### src/rtl/uart_fifo_pkg.sv
// Shared types and field positions for the UART FIFO control block.
// Assumes an 8-bit control register laid out as decoded below.
package uart_fifo_pkg;

    localparam int BYTE_W    = 8;
    localparam int FEN_BIT   = 0;
    localparam int RXCLR_BIT = 1;
    localparam int TXCLR_BIT = 2;
    localparam int DMA_BIT   = 3;
    localparam int TRIG_LSB  = 6;

    typedef enum logic [1:0] {
        TRIG_1  = 2'b00,
        TRIG_4  = 2'b01,
        TRIG_8  = 2'b10,
        TRIG_14 = 2'b11
    } trig_sel_e;

    typedef struct packed {
        trig_sel_e trig;
        logic      dma_mode;
        logic      fifo_en;
    } fctl_t;

    // Map a trigger code to its byte threshold.
    function automatic int unsigned trig_level(trig_sel_e sel);
        case (sel)
            TRIG_1:  return 1;
            TRIG_4:  return 4;
            TRIG_8:  return 8;
            default: return 14;
        endcase
    endfunction

endpackage

### src/rtl/byte_fifo.sv
// Synchronous byte queue with a registered read port.
// Pushes while full and pops while empty are ignored; clear has priority.
// Assumes one push and one pop port, both acting on the rising edge.
module byte_fifo #(
    parameter int DEPTH = 16,
    parameter int WIDTH = 8,
    localparam int AW = $clog2(DEPTH),
    localparam int CW = $clog2(DEPTH + 1)
) (
    input  logic             clk,
    input  logic             rst_n,
    input  logic             clr,
    input  logic             push,
    input  logic [WIDTH-1:0] din,
    input  logic             pop,
    output logic [WIDTH-1:0] dout,
    output logic [CW-1:0]    count
);

    logic [WIDTH-1:0] mem [DEPTH];
    logic [AW-1:0]    wr_ptr;
    logic [AW-1:0]    rd_ptr;
    logic             full;
    logic             empty;
    logic             do_push;
    logic             do_pop;

    // Occupancy flags and accepted operations.
    always_comb begin
        full    = (count == CW'(DEPTH));
        empty   = (count == '0);
        do_push = push && !full && !clr;
        do_pop  = pop && !empty && !clr;
    end

    // Storage write.
    always_ff @(posedge clk) begin
        if (do_push) mem[wr_ptr] <= din;
    end

    // Pointers, count and read register.
    always_ff @(posedge clk) begin
        if (!rst_n) begin
            wr_ptr <= '0;
            rd_ptr <= '0;
            count  <= '0;
            dout   <= '0;
        end else if (clr) begin
            wr_ptr <= '0;
            rd_ptr <= '0;
            count  <= '0;
        end else begin
            if (do_push) wr_ptr <= (wr_ptr == AW'(DEPTH - 1)) ? '0 : wr_ptr + AW'(1);
            if (do_pop) begin
                rd_ptr <= (rd_ptr == AW'(DEPTH - 1)) ? '0 : rd_ptr + AW'(1);
                dout   <= mem[rd_ptr];
            end
            case ({do_push, do_pop})
                2'b10:   count <= count + CW'(1);
                2'b01:   count <= count - CW'(1);
                default: count <= count;
            endcase
        end
    end


    no_overflow_chk: assert property (@(posedge clk) disable iff (!rst_n)
        count <= CW'(DEPTH));

    full_push_drop_chk: assert property (@(posedge clk) disable iff (!rst_n)
        (count == CW'(DEPTH) && push && !pop && !clr) |=> (count == CW'(DEPTH)));

    empty_pop_hold_chk: assert property (@(posedge clk) disable iff (!rst_n)
        (count == '0 && pop && !push && !clr) |=> ($stable(dout) && count == '0));

    clear_empties_chk: assert property (@(posedge clk) disable iff (!rst_n)
        clr |=> (count == '0));

endmodule

### src/rtl/fifo_ctl_reg.sv
// Control register: holds enable, signalling mode and trigger code, and
// turns the two clear bits into one-cycle pulses that never read back.
// Assumes the host writes with a single-cycle strobe.
module fifo_ctl_reg
    import uart_fifo_pkg::*;
(
    input  logic              clk,
    input  logic              rst_n,
    input  logic              wr,
    input  logic [BYTE_W-1:0] wdata,
    output logic [BYTE_W-1:0] rdata,
    output fctl_t             cfg,
    output logic              rx_clr,
    output logic              tx_clr
);

    // Stored fields; bits 5:4 and the clear bits are not kept.
    always_ff @(posedge clk) begin
        if (!rst_n) begin
            cfg <= '{trig: TRIG_1, dma_mode: 1'b0, fifo_en: 1'b0};
        end else if (wr) begin
            cfg.fifo_en  <= wdata[FEN_BIT];
            cfg.dma_mode <= wdata[DMA_BIT];
            cfg.trig     <= trig_sel_e'(wdata[TRIG_LSB +: 2]);
        end
    end

    // Clear pulses act on the write edge itself.
    always_comb begin
        rx_clr = wr && wdata[RXCLR_BIT];
        tx_clr = wr && wdata[TXCLR_BIT];
    end

    // Read-back image with self-clearing and unused bits at 0.
    always_comb begin
        rdata                 = '0;
        rdata[FEN_BIT]        = cfg.fifo_en;
        rdata[DMA_BIT]        = cfg.dma_mode;
        rdata[TRIG_LSB +: 2]  = cfg.trig;
    end


    ctl_store_chk: assert property (@(posedge clk) disable iff (!rst_n)
        wr |=> (rdata[DMA_BIT] == $past(wdata[DMA_BIT]) && rdata[TRIG_LSB +: 2] == $past(wdata[TRIG_LSB +: 2])));

endmodule

### src/rtl/dma_ready_gen.sv
// Registered DMA request pins and the receive trigger flag.
// Assumes counts come from registers, so each pin lags its count by one cycle.
module dma_ready_gen
    import uart_fifo_pkg::*;
#(
    parameter int DEPTH = 16,
    localparam int CW = $clog2(DEPTH + 1)
) (
    input  logic          clk,
    input  logic          rst_n,
    input  fctl_t         cfg,
    input  logic [CW-1:0] rx_count,
    input  logic [CW-1:0] tx_count,
    input  logic          rx_timeout,
    output logic          rx_trig,
    output logic          rxrdy_n,
    output logic          txrdy_n
);

    logic mode1;
    logic rx_empty;

    // Signalling mode and threshold compare.
    always_comb begin
        mode1    = cfg.fifo_en && cfg.dma_mode;
        rx_empty = (rx_count == '0);
        rx_trig  = (32'(rx_count) >= trig_level(cfg.trig));
    end

    // Request pin state per signalling mode.
    always_ff @(posedge clk) begin
        if (!rst_n) begin
            rxrdy_n <= 1'b1;
            txrdy_n <= 1'b1;
        end else if (mode1) begin
            txrdy_n <= (tx_count == CW'(DEPTH));
            if (rx_empty)                    rxrdy_n <= 1'b1;
            else if (rx_trig || rx_timeout)  rxrdy_n <= 1'b0;
        end else begin
            txrdy_n <= (tx_count != '0);
            rxrdy_n <= rx_empty;
        end
    end


    rx_release_chk: assert property (@(posedge clk) disable iff (!rst_n)
        rx_empty |=> rxrdy_n);

    mode0_rx_req_chk: assert property (@(posedge clk) disable iff (!rst_n)
        (!mode1 && !rx_empty) |=> !rxrdy_n);

    mode1_tx_full_chk: assert property (@(posedge clk) disable iff (!rst_n)
        (mode1 && tx_count == CW'(DEPTH)) |=> txrdy_n);

    mode1_tx_free_chk: assert property (@(posedge clk) disable iff (!rst_n)
        (mode1 && tx_count != CW'(DEPTH)) |=> !txrdy_n);

    mode1_timeout_chk: assert property (@(posedge clk) disable iff (!rst_n)
        (mode1 && rx_timeout && !rx_empty) |=> !rxrdy_n);

endmodule

### src/rtl/uart_fifo_dma.sv
// Top of the UART FIFO control block: two byte queues, the control
// register and the DMA request pin logic. Serial shifting lives elsewhere.
module uart_fifo_dma
    import uart_fifo_pkg::*;
#(
    parameter int DEPTH = 16,
    localparam int CW = $clog2(DEPTH + 1)
) (
    input  logic              clk,
    input  logic              rst_n,
    input  logic              ctl_wr,
    input  logic [BYTE_W-1:0] ctl_wdata,
    output logic [BYTE_W-1:0] ctl_rdata,
    input  logic              rx_push,
    input  logic [BYTE_W-1:0] rx_din,
    input  logic              rx_pop,
    input  logic              rx_timeout,
    output logic [BYTE_W-1:0] rx_dout,
    output logic [CW-1:0]     rx_count,
    output logic              rx_trig,
    output logic              rxrdy_n,
    input  logic              tx_push,
    input  logic [BYTE_W-1:0] tx_din,
    input  logic              tx_pop,
    output logic [BYTE_W-1:0] tx_dout,
    output logic [CW-1:0]     tx_count,
    output logic              txrdy_n
);

    fctl_t cfg;
    logic  rx_clr;
    logic  tx_clr;

    fifo_ctl_reg u_ctl (
        .clk    (clk),
        .rst_n  (rst_n),
        .wr     (ctl_wr),
        .wdata  (ctl_wdata),
        .rdata  (ctl_rdata),
        .cfg    (cfg),
        .rx_clr (rx_clr),
        .tx_clr (tx_clr)
    );

    byte_fifo #(.DEPTH(DEPTH), .WIDTH(BYTE_W)) u_rxq (
        .clk   (clk),
        .rst_n (rst_n),
        .clr   (rx_clr),
        .push  (rx_push),
        .din   (rx_din),
        .pop   (rx_pop),
        .dout  (rx_dout),
        .count (rx_count)
    );

    byte_fifo #(.DEPTH(DEPTH), .WIDTH(BYTE_W)) u_txq (
        .clk   (clk),
        .rst_n (rst_n),
        .clr   (tx_clr),
        .push  (tx_push),
        .din   (tx_din),
        .pop   (tx_pop),
        .dout  (tx_dout),
        .count (tx_count)
    );

    dma_ready_gen #(.DEPTH(DEPTH)) u_rdy (
        .clk        (clk),
        .rst_n      (rst_n),
        .cfg        (cfg),
        .rx_count   (rx_count),
        .tx_count   (tx_count),
        .rx_timeout (rx_timeout),
        .rx_trig    (rx_trig),
        .rxrdy_n    (rxrdy_n),
        .txrdy_n    (txrdy_n)
    );

endmodule

### config.mk
export PLATFORM = sky130hd
export DESIGN_NAME = uart_fifo_dma
export DESIGN_NICKNAME = d
export VERILOG_FILES = /design/src/rtl/uart_fifo_pkg.sv /design/src/rtl/byte_fifo.sv /design/src/rtl/fifo_ctl_reg.sv /design/src/rtl/dma_ready_gen.sv /design/src/rtl/uart_fifo_dma.sv
export SDC_FILE = /design/constraint.sdc
export NUM_CORES = 1
export LEC_CHECK = 0
export BUFFER_PORTS_ARGS = -buffer_cell sky130_fd_sc_hd__clkbuf_2
export CORE_MARGIN = 2
export CORE_UTILIZATION = 65
export CTS_CLUSTER_SIZE = 25
export DETAILED_ROUTE_END_ITERATION = 8
export PLACE_DENSITY_LB_ADDON = 0.15
export SLEW_MARGIN = 40
export SYNTH_ARGS = -nofsm -noshare
export SYNTH_HDL_FRONTEND = slang
export SYNTH_SLANG_ARGS = --single-unit
### constraint.sdc
create_clock -name clk -period 4.55 [get_ports clk]
set_input_delay 0.455 -clock clk [delete_from_list [all_inputs] [get_ports clk]]
set_output_delay 0.455 -clock clk [all_outputs]
set_load 0.01 [all_outputs]
==> results_dict.tcl, run 1 <==
set metrics [dict create \
    root_buffer "clkbuf_16" \
    coreArea_mm2 0.0187 \
    crit_path_end_kind "primary output" \
    die_area_mm2 0.0201 \
    clock_sinks 304 \
    drc_errors 0 \
    rows 50 \
    drt-vias-per-instance 6.34 \
    rsz0062_at_grt "no" \
    outcome "complete, no violations" \
    drt_iter0_drc 584 \
    n_antenna_cell 0 \
    cts_tree "done" \
    place.gp.congestion 0.878 \
    yosysTopAreaCell "edfxtp_1" \
    powerDensity_mw_per_mm2 426 \
    grt_pass1_vias 7108 \
    cts_resized 0 \
    dieWidth_um 142 \
    cpMaxStageDelayCell "dfxtp_1" \
    grt_usage_pct 25.9 \
    timing.setup.tns_ns 0 \
    required_ns 4.09 \
    multiInputGateArea_mm2 0.00346 \
    area_growth_pct 11.1 \
    worstMarginPinSlew_ns 0.818 \
    finalHoldViolations 0 \
    dr_total_vias 6940 \
    ant_nets 0 \
    worst_ir_drop_vdd_mv 0.336 \
    drtPass1Iterations 6 \
    whs_ns 0.189 \
    postLayoutCellArea_mm2 0.0137 \
    ys.warnings.count 0 \
    synth_seq_cells 304 \
    avgSynthCellArea_um2 15.7 \
    hold_path.startpoint "ctl_wdata[0]" \
    yosys-top-cells-area "edfxtp_1 (62%), dfxtp_1 (7.8%), mux2i_1 (5.8%)" \
    totalWireLength_um 25500 \
    final_nets 891 \
    reg2reg_from "u_txq.count[1]" \
    grt_max_degree 26 \
    antenna_found_initial 1 \
    seq_area_mm2 0.00865 \
    dieHeight_um 142 \
    finClkSkew_ns 0.00920 \
    drv_cap 0 \
    period_share_pct 62.1 \
    grt_first_pass_wirelength_um 39100 \
    slew_headroom_pct 45.2 \
    r2r_setup_slack_ns 1.78 \
    port_buffers 62 \
    initial_core_util_pct 66.1 \
    leakagePower_nw 4.50 \
    crit_path_start_kind "flop" \
    drive_gt1_share_pct 18.6 \
    setup-violations-final 0 \
    wl_per_cell_um 23.3 \
    cp.arrival_ns 2.37 \
    holdPathEnd "u_ctl.cfg[0]" \
    post-cts-setup-buffer-count 0 \
    fin_crit_ns 2.82 \
    crit_fanout 7 \
    dp_hpwl_um 16500 \
    path_clk_slew_ns 0.06 \
    path_cells "inv_1 -> ha_1 -> nand2b_1 -> a21o_1 -> a21o_1 -> a211o_1 -> clkbuf_2" \
    clockBufferDepth 3 \
    fillers 1114 \
    synth-seq-area-share_pct 70.0 \
    min_path_cells 3 \
    holdBufCountCts 0 \
    synth_top_area_share_pct 62.2 \
    numCtsBuffers 29 \
    rr_endpoint "u_txq.count[2]" \
    postPlaceCellArea_mm2 0.0128 \
    grt_overflow 0 \
    pin_count 69 \
    path_common_cell "a21o_1" \
    clock.fmax_ghz 0.354 \
    maxSlewViolCount 0 \
    htree_levels 1 \
    path_class "reg -> out" \
    min_path_type "in -> reg" \
    r2r.worst_path.cells 10 \
    syn-cell-area_mm2 0.0124 \
    slowest_delay_ns 0.52 \
    yosysUniqueCellTypes 44 \
    insertion_delay_ns 0.53 \
    netlist_instances 785 \
]
[critical path, delay by kind of cell (launching register included)]
| family | cells | cell delay [ns] |
|---|---|---|
| flops | 1 | 0.52 |
| compound gates | 3 | 0.66 |
| simple gates | 1 | 0.14 |
| fa+ha+maj | 1 | 0.30 |
| buf+inv | 2 | 0.22 |
[per-layer routing]
metal	track usage (%)	up-vias	share of wire (%)
met4	7.79	0	2.4
met2	44.7	299	50
met5	0	-	0
li1	-	3161	-
met3	4.59	51	7.2
met1	34.1	3429	40
[Yosys cell counts]
cell type / count
xor2_1: 10
buf_4: 10
or3b_1: 2
mux2i_1: 72
edfxtp_1: 256
nor3b_1: 2
and3_1: 1
nor4_4: 2
a32oi_1: 1
a211oi_1: 16
nor2_1: 49
a311oi_1: 3
or3b_2: 1
a221oi_2: 2
a221oi_1: 1
o311ai_1: 1
a21o_1: 2
a41oi_1: 3
o22ai_1: 32
ha_1: 20
dfxtp_1: 48
nand2b_1: 6
a221oi_4: 2
nor2b_1: 9
or3_1: 3
o31ai_1: 1
o2111ai_1: 1
buf_6: 2
a21oi_1: 15
conb_1: 1
nand3_1: 9
buf_1: 7
and3b_1: 1
a211o_1: 3
a31oi_1: 22
nand2_1: 50
xnor2_1: 3
o21ai_0: 25
inv_1: 15
clkbuf_1: 14
mux4_2: 32
nor3_1: 10
nand3b_1: 5
buf_2: 15
[how the worst max path moves through the flow]
stage	start	end	slack, ns	cells after the start
after floorplan	ctl_wr	u_rxq.count[2]	1.97	11
after global placement	ctl_wr	u_txq.mem[3][0]	1.60	4
after detailed placement	ctl_wr	u_txq.count[2]	1.57	10
after CTS	u_rxq.count[0]	rx_trig	1.69	7
after global routing	u_txq.count[1]	u_txq.count[4]	1.59	11
final	u_rxq.count[0]	rx_trig	1.73	7
[layout make-up]
class | instances | share of cell area [%]
inverter | 15 | 0.410
sequential | 304 | 63.0
clock buffer | 35 | 5.45
multi-input combinational | 421 | 25.2
clock inverter | 18 | 1.18
timing repair buffer | 68 | 2.59
tap | 234 | 2.13
[registers in the layout, summed over array words and instances, names as in the netlist, 4 cells and up]
| signal | flops |
|---|---|
| u_txq.rd_ptr | 4 |
| u_txq.wr_ptr | 4 |
| u_txq.dout | 8 |
| u_txq.count | 5 |
| u_rxq.wr_ptr | 4 |
| u_ctl.cfg | 4 |
| u_txq.mem | 128 |
| u_rxq.rd_ptr | 4 |
| u_rxq.count | 5 |
| u_rxq.dout | 8 |
| u_rxq.mem | 128 |
[through the flow]
step	power, mW	worst slack (ns)	cells	utilization [%]
global route	6.03	1.59	1095	73.4
CTS	5.88	1.69	1095	73.4
detailed placement	3.60	1.57	1042	68.5
global placement	3.58	1.60	1042	68.3
finish	5.85	1.73	1095	73.4
floorplan	3.45	1.97	788	-
[power by group]
group | switching [mW] | total, mW | internal (mW) | leakage, nW
logic | 0.241 | 0.415 | 0.174 | 1.36
clock network | 0.970 | 2.30 | 1.34 | 0.445
registers | 0.0584 | 3.13 | 3.07 | 2.70
total | 1.27 | 5.85 | 4.58 | 4.50
[cells by family (layout without fill, tap and decap cells)]
family	count (synthesis)	after routing	synth area share (%)
flops	304	304	70.0
simple gates	150	150	5.79
compound gates	130	130	7.10
mux	104	104	11.7
buf+inv	63	136	2.49
fa+ha+maj	20	20	2.02
xor+xnor	13	13	0.921
other cells	1	4	0.0303
[cells in the final DEF, fill, tap and decap left out, types with 3 or more instances in the layout]
cell type | netlist | routed
nand2b_1 | 6 | 6
a211oi_1 | 16 | 16
nor2b_1 | 9 | 9
o21ai_0 | 25 | 25
a311oi_1 | 3 | 3
mux2i_1 | 72 | 72
nand3_1 | 9 | 9
or3_1 | 3 | 3
nand3b_1 | 5 | 5
edfxtp_1 | 256 | 256
mux4_2 | 32 | 32
bufinv_16 | 0 | 3
nand2_1 | 50 | 50
conb_1 | 1 | 4
nor3_2 | 0 | 8
xnor2_1 | 3 | 3
nor2_1 | 49 | 47
a21oi_1 | 15 | 15
o22ai_1 | 32 | 32
clkinv_1 | 0 | 9
a41oi_1 | 3 | 3
clkbuf_2 | 0 | 62
clkinv_2 | 0 | 4
xor2_1 | 10 | 10
a211o_1 | 3 | 3
a31oi_1 | 22 | 22
buf_4 | 10 | 6
clkbuf_1 | 14 | 6
dfxtp_2 | 0 | 5
ha_1 | 20 | 20
dfxtp_1 | 48 | 43
inv_1 | 15 | 15
clkbuf_16 | 0 | 29
(Power assumes the default switching activity.)
==> inputs of run 2 (changes only) <==
Settings changed: CORE_UTILIZATION 65 to 55.
Clock period 4.55 ns to 2.3 ns, I/O delays scaled along.
==> run 2 against run 1 <==
Effect of this change:
- the run now ends with setup timing left
- worst setup slack got worse by 1.7 ns
- first-iteration DRC count rose by 13%
- clock power rose by 88%
- final area rose by 5.0%
- final cell count is 11% higher
- non-clock buffer count increased by 71
- highest routed layer unchanged
==> results_dict.tcl, run 2 (synthesis gave the netlist of run 1 again) <==
set metrics [dict create \
    drv_cap 0 \
    grt_pass1_vias 7281 \
    crit_fanout 3 \
    largestRegisters "u_rxq.mem: 128 flops, u_txq.mem: 128 flops" \
    coreArea_mm2 0.0220 \
    final_cell_mix "edfxtp_1 (256), mux2i_1 (72), clkbuf_2 (62), buf_4 (62), nand2_1 (50)" \
    drive_gt1_share_pct 25.9 \
    power.share.clock_pct 37.5 \
    cts_tree "done" \
    wl_per_cell_um 21.6 \
    cp.arrival_ns 2.73 \
    grt_max_degree 22 \
    grt_first_pass_wirelength_um 40100 \
    place.gp.congestion 0.830 \
    fin_crit_ns 2.31 \
    period_share_pct 100 \
    totalWireLength_um 26200 \
    drc_errors 0 \
    setup_ws_ns -0.00976 \
    pin_count 69 \
    outcome "finished with violations" \
    internal_power_mw 8.97 \
    crit_path_start_kind "flop" \
    leakagePower_nw 4.84 \
    r2r.worst_path.cells 13 \
    powerDensity_mw_per_mm2 800 \
    switching_share_pct 22.1 \
    numCtsBuffers 29 \
    final_nets 962 \
    crit_path_end_kind "flop" \
    htree_levels 1 \
    power_switching_mw 2.55 \
    dieHeight_um 154 \
    drtPass1Iterations 5 \
    area_growth_pct 16.6 \
    insertion_delay_ns 0.55 \
    clock.fmax_ghz 0.433 \
    dieWidth_um 154 \
    root_buffer "clkbuf_16" \
    drt_iter0_drc 662 \
    dr_total_vias 7173 \
    path_class "reg -> reg" \
    min_path_cells 2 \
    drt-vias-per-instance 5.91 \
    place_inst 1138 \
    setup-violations-final 1 \
    die_area_mm2 0.0237 \
    rr_endpoint "u_rxq.count[4]" \
    holdPathEnd "u_rdy.txrdy_n" \
    fin_util_pct 65.6 \
    r2r_setup_slack_ns -0.01 \
    finClkSkew_ns 0.0143 \
    clockBufferDepth 3 \
    antenna_found_initial 1 \
    final_common_cell "edfxtp_1" \
    hold_path.startpoint "rst_n" \
    grt_overflow 0 \
    initial_core_util_pct 56.3 \
    grt_usage_pct 22.1 \
    clock_sinks 304 \
    slew_headroom_pct 48.2 \
    violations "setup timing" \
    dp_hpwl_um 17300 \
    min_path_type "in -> reg" \
    required_ns 2.72 \
    rows 54 \
    rsz0062_at_grt "yes" \
    stdcell_count 1213 \
    worstMarginPinSlew_ns 0.775 \
    ant_nets 0 \
    path_clk_slew_ns 0.06 \
    reg2reg_from "u_rxq.count[0]" \
    finalHoldViolations 0 \
    combinationalPowerShare_pct 9.1 \
    port_buffers 62 \
    p_seq_share_pct 53.4 \
    maxSlewViolCount 0 \
    worst_ir_drop_vdd_mv 0.566 \
]
[run 2: final cells by class]
class	instances	area (um2)
Antenna cell	1	2.50
Clock buffer	36	752
Clock inverter	17	104
Fill cell	1517	7550
Inverter	15	56.3
Multi-Input combinational cell	421	3530
Sequential cell	304	8670
Tap cell	280	350
Timing Repair Buffer	139	947
[run 2: timing repair]
item,4_1_cts,5_1_grt
resized for setup,14,11
hold buffers,7,0
endpoints found under the hold margin,7,0
setup endpoints to repair,5,70
setup buffers,9,4
pin swaps,9,9
gates cloned,1,0
[run 2: worst max path at each step]
stage,startpoint,to,slack [ns],cells after the start
after floorplan,u_rxq.count[2],u_rxq.count[4],-0.11,13
after global placement,u_txq.count[0],u_txq.count[4],0.06,10
after detailed placement,u_txq.count[0],u_txq.count[2],-0.08,9
after CTS,u_txq.count[1],u_txq.mem[7][4],0.003,6
after global routing,u_rxq.count[0],u_rxq.count[4],-0.08,13
final,u_rxq.count[0],u_rxq.count[4],-0.01,13
[run 2: power by group through the flow]
stage	logic [mW]	registers (mW)	clock network, mW
2_1_floorplan	0.572	6.28	0
3_3_place_gp	0.881	6.26	0
3_5_place_dp	0.920	6.27	0
4_1_cts	1.03	6.15	4.40
5_1_grt	1.14	6.16	4.63
6_report	1.05	6.15	4.32
[run 2: critical path, cell delays in order (launching register included)]
cell and delay, ns:
dfxtp_2 0.34, buf_6 0.10, nor4_4 0.03, buf_4 0.15, a221oi_4 0.25, inv_2 0.09
ha_4 0.17, xor2_1 0.17, ha_2 0.23, and3b_1 0.16, o21ai_1 0.06, a31oi_1 0.23
xnor2_1 0.15, nor2_1 0.05
[run 2: per-layer routing]
| layer | wire length [um] | global-route usage (%) | vias to the layer above |
|---|---|---|---|
| met2 | 12400 | 35.4 | 249 |
| met5 | 0 | 0 | - |
| met4 | 397 | 5.12 | 0 |
| met1 | 11600 | 32.2 | 3589 |
| met3 | 1770 | 3.97 | 35 |
| li1 | - | - | 3300 |
[run 2: metrics by stage]
stage / setup TNS (ns) / hold slack [ns] / power, mW / setup WS (ns) / instance area [um2]
2_1_floorplan: -0.307 / 0.329 / 6.85 / -0.110 / 12500
3_3_place_gp: 0 / 0.488 / 7.15 / 0.0562 / 13300
3_5_place_dp: -0.129 / 0.499 / 7.19 / -0.0812 / 13300
4_1_cts: 0 / 0.00202 / 11.6 / 0.00254 / 14300
5_1_grt: -0.171 / 0.0449 / 11.9 / -0.0845 / 14400
6_report: -0.00976 / 0.00599 / 11.5 / -0.00976 / 14400
==> inputs of run 3 (changes only) <==
Settings changed: CORE_UTILIZATION 55 to 40, HOLD_SLACK_MARGIN set to 0.1.
==> run 3 against run 2 <==
Effect of this change:
- the run still ends with setup timing left
- utilization fell by 17 points
- final area rose by 3.7%
- worst setup slack got worse by 0.021 ns
- combinational power barely moved
- via count increased by 1.6%
==> results_dict.tcl, run 3 (synthesis gave the netlist of run 1 again) <==
set metrics [dict create \
    setup_ws_ns -0.0303 \
    crit_path_start_kind "flop" \
    slew_headroom_pct 63.3 \
    final_common_cell "edfxtp_1" \
    dr_total_vias 7288 \
    crit_family "simple AND/OR/NAND/NOR gates" \
    rsz0062_at_grt "yes" \
    drt_iter0_drc 576 \
    outcome "finished with violations" \
    crit_path_end_kind "flop" \
    maxSlewViolCount 0 \
    wl_per_cell_um 21.0 \
    grt_usage_pct 17.4 \
    required_ns 2.67 \
    rows 64 \
    total_power_mw 12.7 \
    antenna_found_initial 0 \
    finalHoldViolations 0 \
    coreArea_mm2 0.0305 \
    drv_cap 0 \
    drtPass1Iterations 5 \
    min_path_type "in -> reg" \
    path_clk_slew_ns 0.06 \
    cp.arrival_ns 2.70 \
    stdcell_count 1353 \
    grt_first_pass_wirelength_um 43500 \
    ant_nets 0 \
    numCtsBuffers 34 \
    pin_count 69 \
    worst-path-buf-inv 3 \
    port_buffers 62 \
    powerDensity_mw_per_mm2 849 \
    dieWidth_um 180 \
    fillers 2619 \
    setup-violations-final 2 \
    path_cells "buf_6 -> nor4_4 -> buf_4 -> a221oi_4 -> inv_2 -> ha_4 -> xor2_2 -> ha_2 -> and3b_1 -> o21ai_1 -> a31oi_1 -> xnor2_1 -> nor2_1" \
    slowest_delay_ns 0.33 \
    initial_core_util_pct 40.5 \
    grt_pass1_vias 7405 \
    root_buffer "clkbuf_16" \
    postPlaceCellArea_mm2 0.0135 \
    dp_hpwl_um 19200 \
    drc_errors 0 \
    postLayoutCellArea_mm2 0.0149 \
    finClkSkew_ns 0.0204 \
    largestRegisters "u_rxq.mem: 128 flops, u_txq.mem: 128 flops" \
    timing.setup.tns_ns -0.0420 \
    clockBufferDepth 3 \
    fin_util_pct 49.0 \
    htree_levels 2 \
    dieHeight_um 180 \
    clock.fmax_ghz 0.429 \
    insertion_delay_ns 0.51 \
    whs_ns 0.204 \
    drt-vias-per-instance 5.39 \
    leakagePower_nw 5.06 \
    totalWireLength_um 28400 \
    cpMaxStageDelayCell "dfxtp_2" \
    final_nets 985 \
    clock_sinks 304 \
    pre_cts_slack_ns -0.0879 \
    drive_gt1_share_pct 27.5 \
    place_inst 1267 \
    place.gp.congestion 0.795 \
    area_growth_pct 20.9 \
    n_antenna_cell 0 \
    grt_overflow 0 \
    period_share_pct 101 \
    crit_fanout 4 \
    final_cell_mix "edfxtp_1 (256), buf_4 (81), mux2i_1 (72)" \
    worstMarginPinSlew_ns 0.549 \
    cts_tree "done" \
    path_class "reg -> reg" \
    violations "setup timing" \
    die_area_mm2 0.0323 \
    worst_ir_drop_vdd_mv 0.596 \
    grt_max_degree 22 \
    fin_crit_ns 2.33 \
]
## run 3: layout make-up
cell class              instances  area, um2  share of cell area [%]
inverters                      15       58.8                   0.393
repair buffers                157       1070                    7.15
clock buffers                  47        962                    6.44
well taps                     396        495                    3.31
multi-input cells             421       3520                    23.5
flip-flops and latches        304       8680                    58.1
clock inverters                13        166                    1.11
## run 3: worst paths after layout
path / cells after the start / endpoint / slack (ns) / start
setup / recovery: 13 / u_rxq.count[4] / -0.03 / u_rxq.count[0]
hold / removal: 1 / u_txq.mem[13][7] / 0.20 / tx_din[7]
setup reg to reg: 13 / u_rxq.count[4] / -0.03 / u_rxq.count[0]
hold reg to reg: 2 / u_rdy.rxrdy_n / 0.51 / u_rdy.rxrdy_n
## run 3: layer usage
| layer | vias up | global-route usage, % | share of wire (%) |
|---|---|---|---|
| met2 | 199 | 27.2 | 46 |
| met1 | 3693 | 25.5 | 47 |
| li1 | 3350 | - | - |
| met3 | 46 | 2.84 | 5.0 |
| met4 | 0 | 4.23 | 1.9 |
| met5 | - | 0 | 0 |
## run 3: timing repair
| action | 4_1_cts | 5_1_grt |
|---|---|---|
| gates cloned | 0 | 1 |
| setup endpoints to repair | 2 | 6 |
| gates resized for setup | 10 | 15 |
| pin swaps | 9 | 14 |
| hold endpoints to repair | 7 | 0 |
| hold buffers | 8 | 0 |
| buffers inserted | 8 | 9 |
## run 3: power by group
group | switching, mW | total, mW | internal (mW)
sequential | 0.0835 | 6.16 | 6.08
clock | 2.09 | 5.47 | 3.37
combinational | 0.580 | 1.07 | 0.489
## run 3: worst reg2reg max path, cell delays in order, from the launching register on
cell	delay [ns]
dfxtp_2	0.33
buf_6	0.11
nor4_4	0.25
buf_4	0.19
a221oi_4	0.08
inv_2	0.11
ha_4	0.15
xor2_2	0.14
ha_2	0.21
and3b_1	0.17
o21ai_1	0.06
a31oi_1	0.20
xnor2_1	0.15
nor2_1	0.06
